### src/rtl/mesi_pkg.sv
package mesi_pkg;

  typedef enum logic [1:0] {
    LS_INV = 2'b00,
    LS_SHR = 2'b01,
    LS_EXC = 2'b10,
    LS_MOD = 2'b11
  } line_state_t;

  typedef enum logic [1:0] {
    BC_NONE  = 2'b00,
    BC_FETCH = 2'b01,
    BC_CLAIM = 2'b10,
    BC_FLUSH = 2'b11
  } bus_cmd_t;

  typedef struct packed {
    line_state_t nxt;
    bus_cmd_t    cmd;
    logic        supply;
    logic        shared_hit;
  } xition_t;

endpackage

### src/rtl/mesi_state_array.sv
module mesi_state_array
  import mesi_pkg::*;
#(
  parameter int ADDR_W = 4
) (
  input  logic              clk,
  input  logic              rst,
  input  logic [ADDR_W-1:0] rd_addr,
  output line_state_t       rd_state,
  input  logic              wr_en,
  input  logic [ADDR_W-1:0] wr_addr,
  input  line_state_t       wr_state
);
  localparam int DEPTH = 1 << ADDR_W;

  line_state_t lines [DEPTH];

  // one register per line so that reset clears the whole array at once
  for (genvar g = 0; g < DEPTH; g++) begin : g_line
    always_ff @(posedge clk) begin
      if (rst) begin
        lines[g] <= LS_INV;
      end else if (wr_en && (wr_addr == ADDR_W'(g))) begin
        lines[g] <= wr_state;
      end
    end
  end

  assign rd_state = lines[rd_addr];

endmodule

### src/rtl/mesi_transition.sv
module mesi_transition
  import mesi_pkg::*;
(
  input  line_state_t cur,
  input  logic        is_snoop,
  input  logic        is_write,
  input  logic        shared_in,
  output xition_t     res
);
  always_comb begin
    res.nxt        = cur;
    res.cmd        = BC_NONE;
    res.supply     = 1'b0;
    res.shared_hit = 1'b0;
    if (!is_snoop) begin
      if (!is_write) begin
        if (cur == LS_INV) begin
          res.cmd = BC_FETCH;
          res.nxt = shared_in ? LS_SHR : LS_EXC;
        end
      end else begin
        res.nxt = LS_MOD;
        if (cur == LS_INV || cur == LS_SHR) begin
          res.cmd = BC_CLAIM;
        end
      end
    end else begin
      if (cur == LS_MOD) begin
        res.cmd    = BC_FLUSH;
        res.supply = 1'b1;
      end
      if (!is_write) begin
        res.shared_hit = (cur != LS_INV);
        if (cur != LS_INV) begin
          res.nxt = LS_SHR;
        end
      end else begin
        res.nxt = LS_INV;
      end
    end
  end

endmodule

### src/rtl/mesi_line_ctrl.sv
module mesi_line_ctrl
  import mesi_pkg::*;
#(
  parameter int ADDR_W = 4
) (
  input  logic              clk,
  input  logic              rst,
  input  logic              lcl_valid,
  input  logic              lcl_write,
  input  logic [ADDR_W-1:0] lcl_addr,
  input  logic              lcl_shared,
  input  logic              snp_valid,
  input  logic              snp_write,
  input  logic [ADDR_W-1:0] snp_addr,
  output logic              rsp_valid,
  output logic              rsp_snoop,
  output logic [1:0]        rsp_prev,
  output logic [1:0]        rsp_next,
  output logic [1:0]        bus_cmd,
  output logic              supply_data,
  output logic              shared_hit
);
  logic              act;
  logic              pick_snp;
  logic [ADDR_W-1:0] sel_addr;
  logic              sel_write;
  line_state_t       cur_state;
  xition_t           xres;

  // the bus carries one action per cycle: a snoop wins over a local request
  assign pick_snp  = snp_valid;
  assign act       = snp_valid | lcl_valid;
  assign sel_addr  = pick_snp ? snp_addr  : lcl_addr;
  assign sel_write = pick_snp ? snp_write : lcl_write;

  mesi_state_array #(.ADDR_W(ADDR_W)) u_array (
    .clk      (clk),
    .rst      (rst),
    .rd_addr  (sel_addr),
    .rd_state (cur_state),
    .wr_en    (act),
    .wr_addr  (sel_addr),
    .wr_state (xres.nxt)
  );

  mesi_transition u_xition (
    .cur       (cur_state),
    .is_snoop  (pick_snp),
    .is_write  (sel_write),
    .shared_in (lcl_shared),
    .res       (xres)
  );

  always_ff @(posedge clk) begin
    if (rst) begin
      rsp_valid   <= 1'b0;
      rsp_snoop   <= 1'b0;
      rsp_prev    <= 2'b00;
      rsp_next    <= 2'b00;
      bus_cmd     <= 2'b00;
      supply_data <= 1'b0;
      shared_hit  <= 1'b0;
    end else begin
      rsp_valid   <= act;
      rsp_snoop   <= act & pick_snp;
      rsp_prev    <= act ? cur_state : 2'b00;
      rsp_next    <= act ? xres.nxt : 2'b00;
      bus_cmd     <= act ? xres.cmd : BC_NONE;
      supply_data <= act & xres.supply;
      shared_hit  <= act & xres.shared_hit;
    end
  end

endmodule

### config.mk
export PLATFORM = sky130hd
export DESIGN_NAME = mesi_line_ctrl
export DESIGN_NICKNAME = d
export VERILOG_FILES = /design/src/rtl/mesi_pkg.sv /design/src/rtl/mesi_state_array.sv /design/src/rtl/mesi_transition.sv /design/src/rtl/mesi_line_ctrl.sv
export SDC_FILE = /design/constraint.sdc
export NUM_CORES = 1
export LEC_CHECK = 0
export ABC_AREA = 0
export BUFFER_PORTS_ARGS = -buffer_cell sky130_fd_sc_hd__buf_4
export CAP_MARGIN = 10
export CORE_ASPECT_RATIO = 0.9
export CORE_MARGIN = 2
export CORE_UTILIZATION = 63
export DETAILED_ROUTE_END_ITERATION = 8
export GPL_ROUTABILITY_DRIVEN = 0
export PLACE_DENSITY_LB_ADDON = 0.05
export SYNTH_ARGS = -nofsm -noshare
export SYNTH_HDL_FRONTEND = slang
export SYNTH_SLANG_ARGS = --single-unit
### constraint.sdc
create_clock -name clk -period 6.5 [get_ports clk]
set_input_delay 1.3 -clock clk [delete_from_list [all_inputs] [get_ports clk]]
set_output_delay 1.3 -clock clk [all_outputs]
set_load 0.005 [all_outputs]
# Yosys cells after proc, flatten, opt, wreduce, memory -nomap -nowiden
# Memories as Yosys holds them, arrays and structs flattened.
# Index checks and enable logic that the tools add are counted.
[totals] register_bits=10 mem_bits_rw=32 inputBits=15 output_inout_bits=10 wordCells=145 n_memories=1
[mem_list] name="u_array.lines" words=16 word_bits=2 rd=1 rd_ports_with_merged_regs=0 write_ports=16 line="mesi_state_array.sv:16" source="line_state_t lines [DEPTH];"
[classes] eq_ne=17 mux=78 n_bitwise=21 reduce_logical=21
[op_table] operator="$mux 1" n=52
[op_table] operator="$mux 2" n=21
[op_table] operator="$eq 4x4->1 const B" n=8
[op_table] operator="$or 1x1->1" n=17
[op_table] operator="$eq 4x3->1 const B" n=4
[op_table] operator="$logic_and 1x1->1" n=16
[op_table] operator="$mux 4" n=4
[op_table] operator="$eq 4x2->1 const B" n=2
[op_table] operator="$eq 4x1->1 const B" n=1
[op_table] operator="$logic_not 4->1" n=1
[op_table] operator="$and 1x1->1" n=3
[op_table] operator="$mux 3" n=1
[op_table] operator="$eq 2x1->1 const B" n=1
[op_table] operator="$eq 2x2->1 const B" n=1
[op_table] operator="$logic_not 2->1" n=1
[op_table] operator="$reduce_bool 2->1" n=1
[op_table] operator="$reduce_or 2->1" n=1
[op_table] operator="$logic_or 1x1->1" n=1
[op_table] operator="$not 1->1" n=1

# Logic depth before layout (Yosys ltp)
# Gate-level depths: netlist of run 1.
# An unclocked memory read counts as a cell.
[depth] word_depth=8 mapped_depth=11 ltp_nobuf=6

# Cells and area by module
# From an unflattened synthesis of run 1, not the netlist that was laid out.
[hier_totals] hier_cells=172 area_unflattened_um2=2001.9
[modules_own_cells] module="mesi_state_array" n_inst=1 cells_each=129 area_each_um2=1577.8 seq_area_each_um2=960.9
[modules_own_cells] module="mesi_line_ctrl" n_inst=1 cells_each=27 area_each_um2=349.1 seq_area_each_um2=200.2
[modules_own_cells] module="mesi_transition" n_inst=1 cells_each=16 area_each_um2=75.1 seq_area_each_um2=0.0

# Worst setup path before layout of run 1
# Ideal clock, no wire load.
[synth_path] path_type="input port to flip-flop" from="input port snp_addr[0]" to="memory u_array.lines[2][0] in the netlist's numbering (data pin)" setup_time_ns=0.280 arrival_time_ns=3.099 required_ns=6.220 setup_slack_ns=3.121 stages=8 n_path_buf=2 cell_sequence="buf_2 > and3b_1 > o21a_1 > o41ai_2 > nand4_4 > o21bai_2 > buf_4 > a211oi_2"
[synth_lines] item="start: declaration" line="mesi_line_ctrl.sv:14" source="input logic [ADDR_W-1:0] snp_addr,"
[synth_lines] item="end: declaration" line="mesi_state_array.sv:16"

==> run summary, run 1 <==
Status -> finished, final reports clean
Crit. End Element -> register
Yosys top cell area share -> 40.8%
Fmax -> 247 MHz
Hold_sp -> u_array.lines[14][0]$_SDFFCE_PN0P_
Clk sinks -> 42
Power density cells -> 222 nW/um^2
Iteration-0 DRC Markers -> 241
FFs w/ async S/R, synth -> 0%
Layout overhead on the synthesized area -> 9.78%
Max Buffers Root-to-Sink -> 2
M1 GR Usage -> 36.2%
Share of layout cells above drive strength 1 -> 22.9%
IO Pins -> 25
Fin crit period -> 4050 ps
Largest area contributor in the netlist -> edfxtp_1
Drt wl/cell -> 18.6 um
Initial antenna violation count -> 0
Fin Clk Skew -> 2.53 ps
GRT Overall Usage -> 26.1%
# rows -> 21
Tcrit/Tclk final -> 62.3%
Maximum vdd drop -> 0.165 mV
Met3 Track Usage GR -> 5.77%
Most instantiated cells after synthesis -> edfxtp_1 (32), nand2_1 (24), nor3_1 (23)
Fillcell total -> 267
Final Hold Viols -> 0
Sequential Area -> 1160 sq um
Clock Latency Late Sink -> 290 ps
CP Max Fanout -> 63
Post-Synth Simple-Gate Area -> 18.1%
Worst path required time -> 6500 ps
Vias in the first global route -> 1615
Mapped Nets -> 227
Post-Syn Instances -> 212
Final HPWL DP -> 3.52 mm
R2R Path Start -> u_array.lines[15][0]$_SDFFCE_PN0P_
Worst Tran Pin Value -> 1080 ps
IO Port Bufs -> 24
Static Leak -> 0.000981 uW
Total number of vias -> 1818
Global-route wire length before repair -> 7.90 mm
Synth area leaders -> edfxtp_1 (41%), dfxtp_1 (8.5%), a211oi_2 (5.3%), a21o_1 (5.1%), nor3_1 (4.9%)
H-tree levels -> 2
Post-Synth Adder-Cell Area -> 0%
CTS tree -> done
Sum of negative setup slack -> 0 ps
Syn_area_per_cell -> 11.1 sq um
# setup viols final -> 0
# diodes -> 0
Unrepaired setup endpoints after global routing -> false
Multiplexer share of the synthesized area -> 5.37%
WHS Endpoint -> supply_data$_SDFF_PP0_
CP Launch Type -> primary input
Largest net degree at the start of global routing -> 64
Mean number of vias per cell -> 6.66
Reg2reg path depth -> 6
Max cap viols -> 0
Crit Path Category -> in -> reg
Most used DFF post-synth -> edfxtp_1
Gr ovfl total -> 0
Clock transition at path regs -> 70 ps
Complex-gate fraction of the synthesized area -> 22.4%
Initial Utilization -> 64.5%
Post-CTS Setup Inserts -> 0
Nets -> 241
Core area -> 3650 sq um
Die Y -> 62 um
Netlist cell types -> 45
Hold path cells -> 4
Worst EP arrival -> 4050 ps
Worst rel slew slack -> 27.3%
Gr busiest metal -> met2
Post-synth EDFFs -> 32
Routed Antenna Nets -> 0
Die ar. -> 4240 sq um
Most common cell in the synthesized netlist -> edfxtp_1
Post-CTS Hold Buffers -> 0
Synthesized cell area -> 2350 sq um
Max-slew violation count -> 0
Fin util -> 70.8%
Area of the multi-input gates -> 1080 sq um
Die X -> 68.4 um
CTS buffer count -> 5
Yosys Warn Count -> 0
Hold crit path type -> reg -> reg
Seq/Total Area, Yosys -> 49.3%
Met2 GRT Util -> 40.8%
Clock Tree Root -> clkbuf_8
Post-synthesis xor/xnor area fraction -> 0%
DRT Wirelength -> 5.07 mm
Resized cells post-CTS -> 0
Critical R2R Capture -> u_array.lines[8][0]$_SDFFCE_PN0P_
Drt pass-1 iters -> 4
Yosys reg bits -> 42
Reg2Reg Setup Slack -> 3900 ps
Main combinational cell family by area after synthesis -> compound AO/OA/AOI/OAI gates
DRC Markers -> 0
==> where the power goes <==
part / internal [uW] / total [uW] / leakage, uW / switching, uW
sequential: 302 / 307 / 0.000414 / 5.20
combinational: 34.8 / 95.5 / 0.000519 / 60.7
clock: 85.7 / 170 / 0.0000482 / 84.6
total: 422 / 573 / 0.000981 / 150
==> state kept, by name (all words and copies together), names as in the netlist <==
signal,cells
supply_data,1
rsp_prev,2
rsp_valid,1
bus_cmd,2
rsp_next,2
u_array.lines,32
shared_hit,1
rsp_snoop,1
==> placed cells by master (no fill, tap or decap), drive strengths merged, types with 2 or more instances in the layout <==
cell type / count
nor2b: 4
o41ai: 2
o21a: 7
edfxtp: 32
a41o: 2
a211oi: 18
a21o: 16
nand2: 24
nor2: 5
dfxtp: 10
buf: 24
mux2: 2
inv: 4
nand3b: 2
and3b: 2
nor3: 23
mux4: 4
nand3: 2
nand2b: 2
a21oi: 3
nand4: 5
o21ai: 9
clkbuf: 7
nor3b: 4
==> per-stage QoR <==
| stage | area (sq um) | worst slack, ps | hold WS, ps | std cells | power [uW] |
|---|---|---|---|---|---|
| finish | 2580 | 2450 | 878 | 273 | 573 |
| CTS | 2580 | 2490 | 880 | 273 | 574 |
| detailed placement | 2490 | 2180 | 861 | 265 | 408 |
| floorplan | 2350 | 3120 | 763 | 212 | 381 |
| global route | 2580 | 2340 | 926 | 273 | 594 |
| global placement | 2490 | 2290 | 841 | 265 | 404 |
==> cells by family (layout without fill, tap and decap cells) <==
kind of cell,after synthesis,in the layout
AO/OA/AOI/OAI,63,63
buffers and inverters,21,36
flip-flops,42,42
multiplexers,7,7
AND/OR/NAND/NOR,79,79
==> worst max-delay path, cell delays in order <==
cell and delay (ps):
buf_4 500, mux2_4 340, mux4_2 510, nand2_1 120
nand4_4 180, o21bai_2 870, a211oi_1 190
==> how the worst max path moves through the flow <==
stage	start	to	slack [ps]	cells after the start
global placement	snp_valid	u_array.lines[12][0]$_SDFFCE_PN0P_	2290	7
floorplan	snp_addr[0]	u_array.lines[2][0]$_SDFFCE_PN0P_	3120	8
CTS	snp_valid	u_array.lines[8][0]$_SDFFCE_PN0P_	2490	7
global route	snp_valid	u_array.lines[8][0]$_SDFFCE_PN0P_	2340	7
finish	snp_valid	u_array.lines[8][0]$_SDFFCE_PN0P_	2450	7
detailed placement	snp_valid	u_array.lines[10][0]$_SDFFCE_PN0P_	2180	7
==> layout make-up <==
class                           instances  area share (%)
Sequential cell                        42            44.9
Multi-Input combinational cell        149            41.8
Timing Repair Buffer                   24            6.97
Clock buffer                            7            3.34
Tap cell                               46            2.23
Inverter                                4           0.581
Clock inverter                          1           0.194
==> metal layers <==
layer | share of wire, % | wire (um)
met1 | 42 | 2140
met2 | 45 | 2310
met3 | 10 | 530
met4 | 1.8 | 91
met5 | 0 | 0
Power figures use the tool's default switching activity.
==> run 2: changes to the inputs <==
--- a/config.mk
+++ b/config.mk
@@ -5,12 +5,12 @@
 export SDC_FILE = /design/constraint.sdc
 export NUM_CORES = 1
 export LEC_CHECK = 0
-export ABC_AREA = 0
+export ABC_AREA = 1
 export BUFFER_PORTS_ARGS = -buffer_cell sky130_fd_sc_hd__buf_4
 export CAP_MARGIN = 10
 export CORE_ASPECT_RATIO = 0.9
 export CORE_MARGIN = 2
-export CORE_UTILIZATION = 63
+export CORE_UTILIZATION = 58
 export DETAILED_ROUTE_END_ITERATION = 8
 export GPL_ROUTABILITY_DRIVEN = 0
 export PLACE_DENSITY_LB_ADDON = 0.05
==> constraint.sdc (replaced) <==
create_clock -name clk -period 4.04 [get_ports clk]
set_input_delay 0.808 -clock clk [delete_from_list [all_inputs] [get_ports clk]]
set_output_delay 0.808 -clock clk [all_outputs]
set_load 0.005 [all_outputs]
==> run summary, run 2 <==
Status -> finished, final reports clean
Maximum vdd drop -> 0.320 mV
Synthesized cell area -> 2300 sq um
Most instantiated cells after synthesis -> nand2_1 (94), edfxtp_1 (32), nor2_1 (28)
Final HPWL DP -> 3.52 mm
Combinational power share -> 18.0%
Fin Clk Skew -> 5.84 ps
Clock Latency Late Sink -> 290 ps
Area of the multi-input gates -> 976 sq um
Placed instance area -> 2470 sq um
CTS buffer count -> 5
Mean number of vias per cell -> 5.52
Worst EP arrival -> 2830 ps
Hold crit path type -> in -> reg
Top reg by flops -> u_array.lines
Largest net degree at the start of global routing -> 33
Largest area contributor in the netlist -> edfxtp_1
CP peak stage delay -> 470 ps
Final worst setup slack -> 1250 ps
# diodes -> 0
Resized cells post-CTS -> 0
IO Port Bufs -> 24
Final Hold Viols -> 0
GRT Overall Usage -> 24.4%
Fin crit period -> 2790 ps
FFs w/ async S/R, synth -> 0%
Max cap viols -> 0
Yosys Warn Count -> 0
Unrepaired setup endpoints after global routing -> false
DRC Markers -> 0
Max Buffers Root-to-Sink -> 2
Pre-CTS setup slack -> 938 ps
Sequential Area -> 1160 sq um
Static Leak -> 0.00114 uW
Clock transition at path regs -> 80 ps
Synth area leaders -> edfxtp_1 (42%), nand2_1 (15%), dfxtp_1 (8.7%), nand3_1 (4.8%), nor2_1 (4.6%)
Mapped Nets -> 290
Initial Utilization -> 61.2%
Switching share of power -> 28.4%
Largest register FFs -> 32
Vias in the first global route -> 1760
Crit. End Element -> register
Yosys reg bits -> 42
# rows -> 21
Die ar. -> 4490 sq um
Most frequent cells in the layout -> nand2_1 (94), edfxtp_1 (32), nor2_1 (28), buf_4 (26), nand3_1 (22)
Final instance area -> 2570 sq um
Sw Pwr -> 278 uW
Crit-path most repeated cell -> nand2_1
Drt pass-1 iters -> 5
Die X -> 70.4 um
Global-route wire length before repair -> 8.47 mm
Slowest library cell on the worst path -> o21ai_4
Worst rel slew slack -> 44.4%
# setup viols final -> 0
Gr ovfl total -> 0
Nets -> 312
Post-CTS Setup Inserts -> 0
Yosys top cell area share -> 41.8%
Hold_ws -> 704 ps
Most used DFF post-synth -> edfxtp_1
Seq/Total Area, Yosys -> 50.5%
Sum of negative setup slack -> 0 ps
Post-Syn Instances -> 275
Clk sinks -> 42
Reg power frac -> 50.4%
DRT Wirelength -> 5.12 mm
Most common cell after layout, fill and taps aside -> nand2_1
Routed Antenna Nets -> 0
Die Y -> 63.8 um
Iteration-0 DRC Markers -> 210
Tcrit/Tclk final -> 69.2%
Power density cells -> 381 nW/um^2
Initial antenna violation count -> 0
CTS tree -> done
Share of layout cells above drive strength 1 -> 21.1%
Max-slew violation count -> 0
Crit Path Category -> in -> reg
DP Cell Count -> 336
H-tree levels -> 2
Internal power -> 703 uW
Fillcell total -> 316
Worst path required time -> 4070 ps
CP Launch Type -> primary input
Layout overhead on the synthesized area -> 11.9%
Drt wl/cell -> 14.9 um
Total number of vias -> 1900
Clock Tree Root -> clkbuf_8
Fmax -> 358 MHz
Worst Tran Pin Value -> 833 ps
Core area -> 3760 sq um
Post-synth EDFFs -> 32
Final non-filler cell total -> 344
Most common cell in the synthesized netlist -> nand2_1
IO Pins -> 25
CP Max Fanout -> 17
Clock Power Share -> 31.5%
Netlist cell types -> 27
Post-CTS Hold Buffers -> 0
Worst-path cell chain -> buf_4 > nand2_1 > o21ai_1 > buf_4 > clkinv_1 > nand2_1 > nand2_1 > nand2_1 > nand2_1 > nor2_4 > nand2_2 > o21ai_4 > nor2_1
Syn_area_per_cell -> 8.37 sq um
-- run 2: cell types whose count changed in the layout (fill, tap and decap cells not counted), sizes merged, moves of 8 or more --
cell | before | now
nand3 | 2 | 23
a21o | 16 | 0
a211oi | 18 | 0
inv | 4 | 19
nand2 | 24 | 104
nor3 | 23 | 2
o21ai | 9 | 17
a21oi | 3 | 19
nor2 | 5 | 35
-- run 2: worst max-delay path, delay by kind of cell --
family | cells | cell delay (ps)
buf+inv | 3 | 650
compound gates | 2 | 550
simple gates | 8 | 800
-- run 2: per-layer routing --
| metal | GRT usage (%) | vias to the layer above | part of all wire (%) |
|---|---|---|---|
| met5 | 0 | - | 0 |
| met4 | 7.45 | 0 | 1.2 |
| met3 | 4.42 | 8 | 8.8 |
| met2 | 36.6 | 93 | 45 |
| met1 | 36.3 | 863 | 45 |
| li1 | - | 936 | - |
-- run 2: metrics by stage --
step	util (%)	total power [uW]
floorplan	-	631
global placement	65.6	679
detailed placement	65.6	679
CTS	68.5	981
global route	68.5	1020
finish	68.5	981
-- run 2: path summary, 6_finish.rpt --
kind                                                         from                                 to  slack (ps)  cells after the start
worst max-delay path                                    snp_valid  u_array.lines[8][1]$_SDFFCE_PN0P_        1250                     13
worst min-delay path                                          rst              shared_hit$_SDFF_PP0_         700                      2
worst max register to register  u_array.lines[5][1]$_SDFFCE_PN0P_  u_array.lines[8][1]$_SDFFCE_PN0P_        2120                     10
worst min register to register  u_array.lines[2][1]$_SDFFCE_PN0P_             rsp_prev[1]$_SDFF_PP0_         850                      8
-- run 2: logic make-up (layout without fill, tap and decap cells) --
| logic type | count (synthesis) | in the layout | share of synthesized area, % |
|---|---|---|---|
| compound gates | 36 | 36 | 9.46 |
| flops | 42 | 42 | 50.5 |
| buf+inv | 30 | 53 | 7.12 |
| simple gates | 167 | 167 | 33.0 |
-- run 2: power by group through the flow --
stage,clock network [uW],registers (uW),logic (uW)
after global routing,326,497,196
after CTS,311,494,176
final,309,495,177
after detailed placement,0,504,175
after global placement,0,504,175
after floorplan,0,502,129
-- run 2: layout make-up --
cell class,count,share of cell area (%)
clock buffers,6,3.65
clock inverters,2,0.535
inverters,19,2.97
multi-input cells,203,37.9
flip-flops and latches,42,45.1
well taps,46,2.24
repair buffers,26,7.58
